[src/rtl/tpat_pkg.sv]
package tpat_pkg;

  typedef enum logic [2:0] {
    SEL_NONE = 3'd0,
    SEL_ZERO = 3'd1,
    SEL_ONE  = 3'd2,
    SEL_CHK  = 3'd3,
    SEL_RND  = 3'd4
  } sel_e;

  // Lowest set bit wins: zeros, ones, checkerboard, random.
  function automatic sel_e decode_mode(input logic [3:0] m);
    sel_e s;
    if (m[0])      s = SEL_ZERO;
    else if (m[1]) s = SEL_ONE;
    else if (m[2]) s = SEL_CHK;
    else if (m[3]) s = SEL_RND;
    else           s = SEL_NONE;
    return s;
  endfunction

endpackage

[src/rtl/tpat_rst_sync.sv]
module tpat_rst_sync (
  input  logic clk,
  input  logic rst_n,
  output logic rst_n_o
);

  logic [1:0] sync_q;

  always_ff @(posedge clk or negedge rst_n) begin
    if (!rst_n) sync_q <= 2'b00;
    else        sync_q <= {sync_q[0], 1'b1};
  end

  assign rst_n_o = sync_q[1];

endmodule

[src/rtl/tpat_lcg.sv]
module tpat_lcg #(
  parameter int          W    = 16,
  parameter logic [W-1:0] SEED = W'(16'o123),
  parameter logic [W-1:0] INC  = W'(16'o33031),
  parameter int          SH_A = 2,
  parameter int          SH_B = 11
) (
  input  logic         clk,
  input  logic         rst_n,
  input  logic         step,
  input  logic         save,
  input  logic         restore,
  output logic [W-1:0] state_o,
  output logic [W-1:0] stepped_o
);

  localparam logic [W-1:0] MUL = W'((1 << SH_A) + (1 << SH_B) + 1);

  logic [W-1:0] state_q, state_d;
  logic [W-1:0] shadow_q, shadow_d;

  // Multiply by a constant with two shifts and two adds.
  assign stepped_o = state_q + (state_q << SH_A) + (state_q << SH_B) + INC;

  always_comb begin
    state_d  = state_q;
    shadow_d = shadow_q;
    if (restore)   state_d = shadow_q;
    else if (step) state_d = stepped_o;
    if (save)      shadow_d = state_q;
  end

  always_ff @(posedge clk or negedge rst_n) begin
    if (!rst_n) begin
      state_q  <= SEED;
      shadow_q <= SEED;
    end else begin
      state_q  <= state_d;
      shadow_q <= shadow_d;
    end
  end

  assign state_o = state_q;

  // one step equals multiply-and-add
  a_r5_lcg_step: assert property (@(posedge clk) disable iff (!rst_n)
    (step && !restore) |=> state_q == $past(state_q) * MUL + INC);

  // restore reloads the shadow copy
  a_r7_restore_lcg: assert property (@(posedge clk) disable iff (!rst_n)
    restore |=> state_q == $past(shadow_q));

  // no step and no restore keeps the state
  a_r8_lcg_hold: assert property (@(posedge clk) disable iff (!rst_n)
    (!step && !restore) |=> $stable(state_q));

endmodule

[src/rtl/tpat_chk.sv]
module tpat_chk #(
  parameter int           W     = 16,
  parameter logic [W-1:0] PAT_A = W'(16'o125252)
) (
  input  logic         clk,
  input  logic         rst_n,
  input  logic         clr,
  input  logic         flip,
  input  logic         save,
  input  logic         restore,
  output logic [W-1:0] word_o
);

  localparam logic [W-1:0] PAT_B = ~PAT_A;

  logic phase_q, phase_d, phase_eff;
  logic shadow_q, shadow_d;

  assign phase_eff = clr ? 1'b0 : phase_q;
  assign word_o    = phase_eff ? PAT_B : PAT_A;

  always_comb begin
    phase_d  = phase_q;
    shadow_d = shadow_q;
    if (restore) phase_d = shadow_q;
    else         phase_d = phase_eff ^ flip;
    if (save)    shadow_d = phase_q;
  end

  always_ff @(posedge clk or negedge rst_n) begin
    if (!rst_n) begin
      phase_q  <= 1'b0;
      shadow_q <= 1'b0;
    end else begin
      phase_q  <= phase_d;
      shadow_q <= shadow_d;
    end
  end

  // each checkerboard word changes the phase
  a_r3_phase_flip: assert property (@(posedge clk) disable iff (!rst_n)
    (flip && !restore && !clr) |=> phase_q != $past(phase_q));

  // a clear without a word leaves the first phase
  a_r4_phase_clr: assert property (@(posedge clk) disable iff (!rst_n)
    (clr && !flip && !restore) |=> !phase_q);

  // restore reloads the shadow phase
  a_r7_restore_phase: assert property (@(posedge clk) disable iff (!rst_n)
    restore |=> phase_q == $past(shadow_q));

endmodule

[src/rtl/tpat_gen.sv]
module tpat_gen
  import tpat_pkg::*;
#(
  parameter int           W     = 16,
  parameter logic [W-1:0] SEED  = W'(16'o123),
  parameter logic [W-1:0] INC   = W'(16'o33031),
  parameter int           SH_A  = 2,
  parameter int           SH_B  = 11,
  parameter logic [W-1:0] PAT_A = W'(16'o125252)
) (
  input  logic         clk,
  input  logic         rst_n,
  input  logic [3:0]   mode_sel,
  input  logic         next_i,
  input  logic         advance_i,
  input  logic         phase_clr_i,
  input  logic         save_i,
  input  logic         restore_i,
  output logic [W-1:0] data_o
);

  logic         rst_s;
  sel_e         sel;
  logic         emit, step, flip, clr;
  logic [W-1:0] lcg_state, lcg_next, chk_word;
  logic [W-1:0] data_q, data_d;

  tpat_rst_sync u_rst (
    .clk     (clk),
    .rst_n   (rst_n),
    .rst_n_o (rst_s)
  );

  assign sel  = decode_mode(mode_sel);
  assign emit = next_i && !restore_i && (sel != SEL_NONE);
  assign step = !restore_i && (advance_i || (next_i && sel == SEL_RND));
  assign flip = emit && (sel == SEL_CHK);
  assign clr  = phase_clr_i && !restore_i;

  tpat_lcg #(.W(W), .SEED(SEED), .INC(INC), .SH_A(SH_A), .SH_B(SH_B)) u_lcg (
    .clk       (clk),
    .rst_n     (rst_s),
    .step      (step),
    .save      (save_i),
    .restore   (restore_i),
    .state_o   (lcg_state),
    .stepped_o (lcg_next)
  );

  tpat_chk #(.W(W), .PAT_A(PAT_A)) u_chk (
    .clk     (clk),
    .rst_n   (rst_s),
    .clr     (clr),
    .flip    (flip),
    .save    (save_i),
    .restore (restore_i),
    .word_o  (chk_word)
  );

  always_comb begin
    case (sel)
      SEL_ZERO: data_d = '0;
      SEL_ONE:  data_d = '1;
      SEL_CHK:  data_d = chk_word;
      SEL_RND:  data_d = lcg_next;
      default:  data_d = data_q;
    endcase
  end

  always_ff @(posedge clk or negedge rst_s) begin
    if (!rst_s)    data_q <= '0;
    else if (emit) data_q <= data_d;
  end

  assign data_o = data_q;

  // zeros and ones modes
  a_r2_zero: assert property (@(posedge clk) disable iff (!rst_s)
    (next_i && !restore_i && mode_sel[0]) |=> data_o == '0);
  a_r2_ones: assert property (@(posedge clk) disable iff (!rst_s)
    (next_i && !restore_i && mode_sel == 4'b0010) |=> data_o == '1);

  // without a valid request the output holds
  a_r8_hold: assert property (@(posedge clk) disable iff (!rst_s)
    (!next_i || mode_sel == 4'b0000) |=> $stable(data_o));

  // restore blocks word production
  a_r10_restore_hold: assert property (@(posedge clk) disable iff (!rst_s)
    restore_i |=> $stable(data_o));

  // a random word equals the new generator state
  a_r5_rnd_word: assert property (@(posedge clk) disable iff (!rst_s)
    (next_i && !restore_i && mode_sel == 4'b1000) |=> data_o == lcg_state);

endmodule

[config.mk]
export PLATFORM = sky130hd
export DESIGN_NAME = tpat_gen
export DESIGN_NICKNAME = d
export VERILOG_FILES = /design/src/rtl/tpat_pkg.sv /design/src/rtl/tpat_rst_sync.sv /design/src/rtl/tpat_lcg.sv /design/src/rtl/tpat_chk.sv /design/src/rtl/tpat_gen.sv
export SDC_FILE = /design/constraint.sdc
export NUM_CORES = 1
export LEC_CHECK = 0
export ABC_AREA = 1
export BUFFER_PORTS_ARGS = -buffer_cell sky130_fd_sc_hd__buf_4
export CAP_MARGIN = 25
export CORE_AREA = 2 2 86 88
export DETAILED_ROUTE_END_ITERATION = 6
export DIE_AREA = 0 0 88 90
export HOLD_SLACK_MARGIN = 0.1
export PLACE_DENSITY = 0.75
export REMOVE_ABC_BUFFERS = 1
export SLEW_MARGIN = 10
export SYNTH_ARGS = -nofsm -noshare
export SYNTH_HDL_FRONTEND = slang
export SYNTH_HIERARCHICAL = 1
export SYNTH_SLANG_ARGS = --single-unit
[constraint.sdc]
create_clock -name clk -period 2.06 [get_ports clk]
set_clock_uncertainty 0.1 [all_clocks]
set_input_delay 0.103 -clock clk [delete_from_list [all_inputs] [get_ports clk]]
set_output_delay 0.103 -clock clk [all_outputs]
set_load 0.02 [all_outputs]
==> impl_metrics.tcl <==
set metrics [dict create \
    yosysUniqueCellTypes 34 \
    crit_required_ns 2.18 \
    fin_tns_setup_ns -11.91 \
    r2r_slack_ns -0.74 \
    n_antenna_cell 0 \
    synth_top_cell_by_area "dfrtp_1" \
    synth_top_area_frac 0.2914 \
    drv_cap 0 \
    startpoint_type "flop" \
    rr_worst_depth 15 \
    rsz0062_at_grt "yes" \
    slew_violations 0 \
    drc 1 \
    fin_crit_sh 1.360 \
    ctsLongestPathBuffers 2 \
    crit_type "flop to flop" \
    yosysSeqAreaShare 0.3470 \
    h-tree-depth 2 \
    synthCells 499 \
    worstHoldPathType "input pin to flop" \
    synth.most_common_cell "nand2_1" \
    finalCriticalPeriod_ns 2.801 \
    nFillCells 473 \
    grt_pass1_vias 3882 \
    slowest_delay_ns 0.56 \
    synth_ff_type "dfrtp_1" \
    final_layout_size_suffix_gt1_frac 0.4293 \
    row_count 31 \
    synth.avg_cell_area_um2 7.572 \
    gp_congestion 0.9378 \
    worstMarginPinSlew_ns 0.5433 \
    min_path_cells 6 \
    viasPerCell 5.532 \
    final_core_util 0.7644 \
    drtIter0Drc 216 \
    endpoint_kind "flop" \
    die_area_mm2 0.007920 \
    cp_cell_sequence "inv_2 > fa_2 > inv_2 > fa_1 > ha_4 > nand2_4 > nor2_2 > nand2_1 > nand2_1 > nand2_2 > and2_4 > nand3_2 > nand3_1 > nand2_1 > nand2_1" \
    cp_num_buf_inv 2 \
    cp_max_fo 4 \
    worst_hold_path.endpoint "data_o[4]" \
    io_buffer_count 26 \
    start_util 0.5382 \
    critPathTopFamily "adder cells" \
    grt-ovfl-total 0 \
    async_flop_share 1.000 \
    max_freq_mhz 357.0 \
    cts_num_sinks 52 \
    synth-edff-count 0 \
    worst_path_most_repeated_cell "nand2_1" \
    worstPathArrival_ns 2.92 \
    cts_buffers 5 \
    ant_nets 0 \
    die_h_um 90 \
    hold_violations 0 \
    status "complete, but fails checks" \
    grt_usage 0.2901 \
    cts_root_buf "clkbuf_8" \
    antenna_found_initial 0 \
    reg2reg_from "u_lcg/state_o[0]" \
    violations "design-rule violations, negative setup slack" \
    fp.dieW_um 88 \
    wl_per_cell_um 16.80 \
    cts_tree "built" \
    setup_violations 24 \
    area_delta_synth_final_pct 42.02 \
    cp_slowest_cell "dfstp_2" \
    ios 27 \
    dr.pass1.iters 7 \
    ys_warn_count 6 \
    finalNonFillerCells 686 \
    fin_nets 636 \
    syn-cell-area_mm2 0.003779 \
    num_vias 3795 \
    grt_pass1_wl_mm 18.08 \
    clk_latency_ns 0.32 \
    hp-start "mode_sel[1]" \
    grt_max_degree 51 \
    wl_mm 11.53 \
    dp_hpwl_mm 6.951 \
    dp.cells 650 \
    synthTopCellsByArea "dfrtp_1 29%, nand2_1 13%, ha_1 12%" \
    rr_endpoint "data_o[13]" \
    core-area_mm2 0.007020 \
    synth_common_cells "128 x nand2_1, 68 x inv_1, 50 x nand3_1" \
    ys_seq_elements 52 \
    max_slew_margin 0.6369 \
    clkSlewWorstSetupHoldPaths_ns 0.11 \
    timing.final.ws_setup_ns -0.7412 \
]
==> how the worst max path moves through the flow <==
stage / from / to / depth (start not counted)
2_1_floorplan: u_lcg/state_o[0] / data_o[12] / 15
3_3_place_gp: u_lcg/state_o[0] / data_o[14] / 14
3_5_place_dp: u_lcg/state_o[0] / data_o[12] / 15
4_1_cts: u_lcg/state_o[0] / data_o[15] / 16
5_1_grt: u_lcg/state_o[0] / data_o[12] / 13
6_report: u_lcg/state_o[0] / data_o[13] / 15
==> layout make-up <==
class	count	area, um2	area share
inverter	71	266.5	0.04966
timing repair buffer	110	919.6	0.1714
clock buffer	6	72.57	0.01352
multi-input combinational	346	2655	0.4948
clock inverter	2	16.27	0.003031
tap	99	123.9	0.02308
sequential	52	1313	0.2446
==> metal layers <==
metal | vias to the layer above | part of all wire | track usage | routed length [um]
li1 | 1771 | - | - | -
met1 | 1823 | 0.38 | 0.3539 | 4407
met2 | 157 | 0.52 | 0.4905 | 6041
met3 | 44 | 0.052 | 0.04867 | 605
met4 | 0 | 0.041 | 0.1346 | 472
met5 | - | 0 | 0 | 0
==> worst min-delay path, stage by stage <==
cell and delay [ns]:
buf_4 0.13, nor2_8 0.07, nand3_2 0.07, nand3_1 0.06
nand2_1 0.06, nand2_1 0.04
==> metrics by stage <==
stage | worst slack [ns] | instance area (um2) | hold WS (ns)
global placement | -0.8061 | 4333 | -0.2144
finish | -0.7412 | 5366 | 0.1395
global route | -0.8517 | 5366 | 0.1816
floorplan | -0.7498 | 3580 | -0.2926
detailed placement | -0.9052 | 4333 | -0.2119
CTS | -0.6504 | 5149 | 0.1381
==> repair_timing <==
action | CTS | global route
pin swaps | 48 | 42
hold buffers | 3 | 0
resized for setup | 102 | 43
setup buffers | 20 | 9
hold endpoints to repair | 7 | 0
endpoints found under the setup margin | 26 | 25
==> kinds of logic after synthesis <==
| family | count (synthesis) | synth area share |
|---|---|---|
| other cells | 1 | 0.0009924 |
| buf+inv | 101 | 0.1232 |
| fa+ha+maj | 39 | 0.1371 |
| compound gates | 47 | 0.07451 |
| simple gates | 252 | 0.3010 |
| flops | 52 | 0.3470 |
| xor+xnor | 7 | 0.01623 |
==> cell usage in the layout, fill, tap and decap left out, types with 4 or more instances in the layout <==
| cell | synthesis | final |
|---|---|---|
| clkbuf_8 | 0 | 5 |
| a21oi_2 | 1 | 6 |
| dfrtp_1 | 44 | 43 |
| nand2_2 | 6 | 30 |
| buf_4 | 15 | 91 |
| nand2_1 | 128 | 100 |
| nand3_1 | 50 | 33 |
| o211ai_1 | 5 | 5 |
| a21oi_1 | 23 | 16 |
| ha_4 | 0 | 22 |
| inv_2 | 3 | 18 |
| buf_6 | 3 | 13 |
| nand3_2 | 2 | 17 |
| nand4_1 | 17 | 17 |
| nand2_4 | 1 | 5 |
| dfstp_2 | 8 | 8 |
| a22oi_1 | 8 | 8 |
| nor2_1 | 34 | 27 |
| inv_1 | 68 | 53 |
| and2_4 | 0 | 4 |
| nor2_2 | 3 | 7 |
| ha_1 | 35 | 12 |
==> state kept, by name, summed over array words and instances, names as in the netlist <==
name / cells
data_o: 16
u_lcg/shadow_q: 16
u_lcg/state_o: 16
u_rst/sync_q: 2
u_chk/phase_q: 1
u_chk/shadow_q: 1
Power is left out: the tool's default activity adds up to more than one toggle a clock period on the data nets, which glitch-free logic cannot reach.
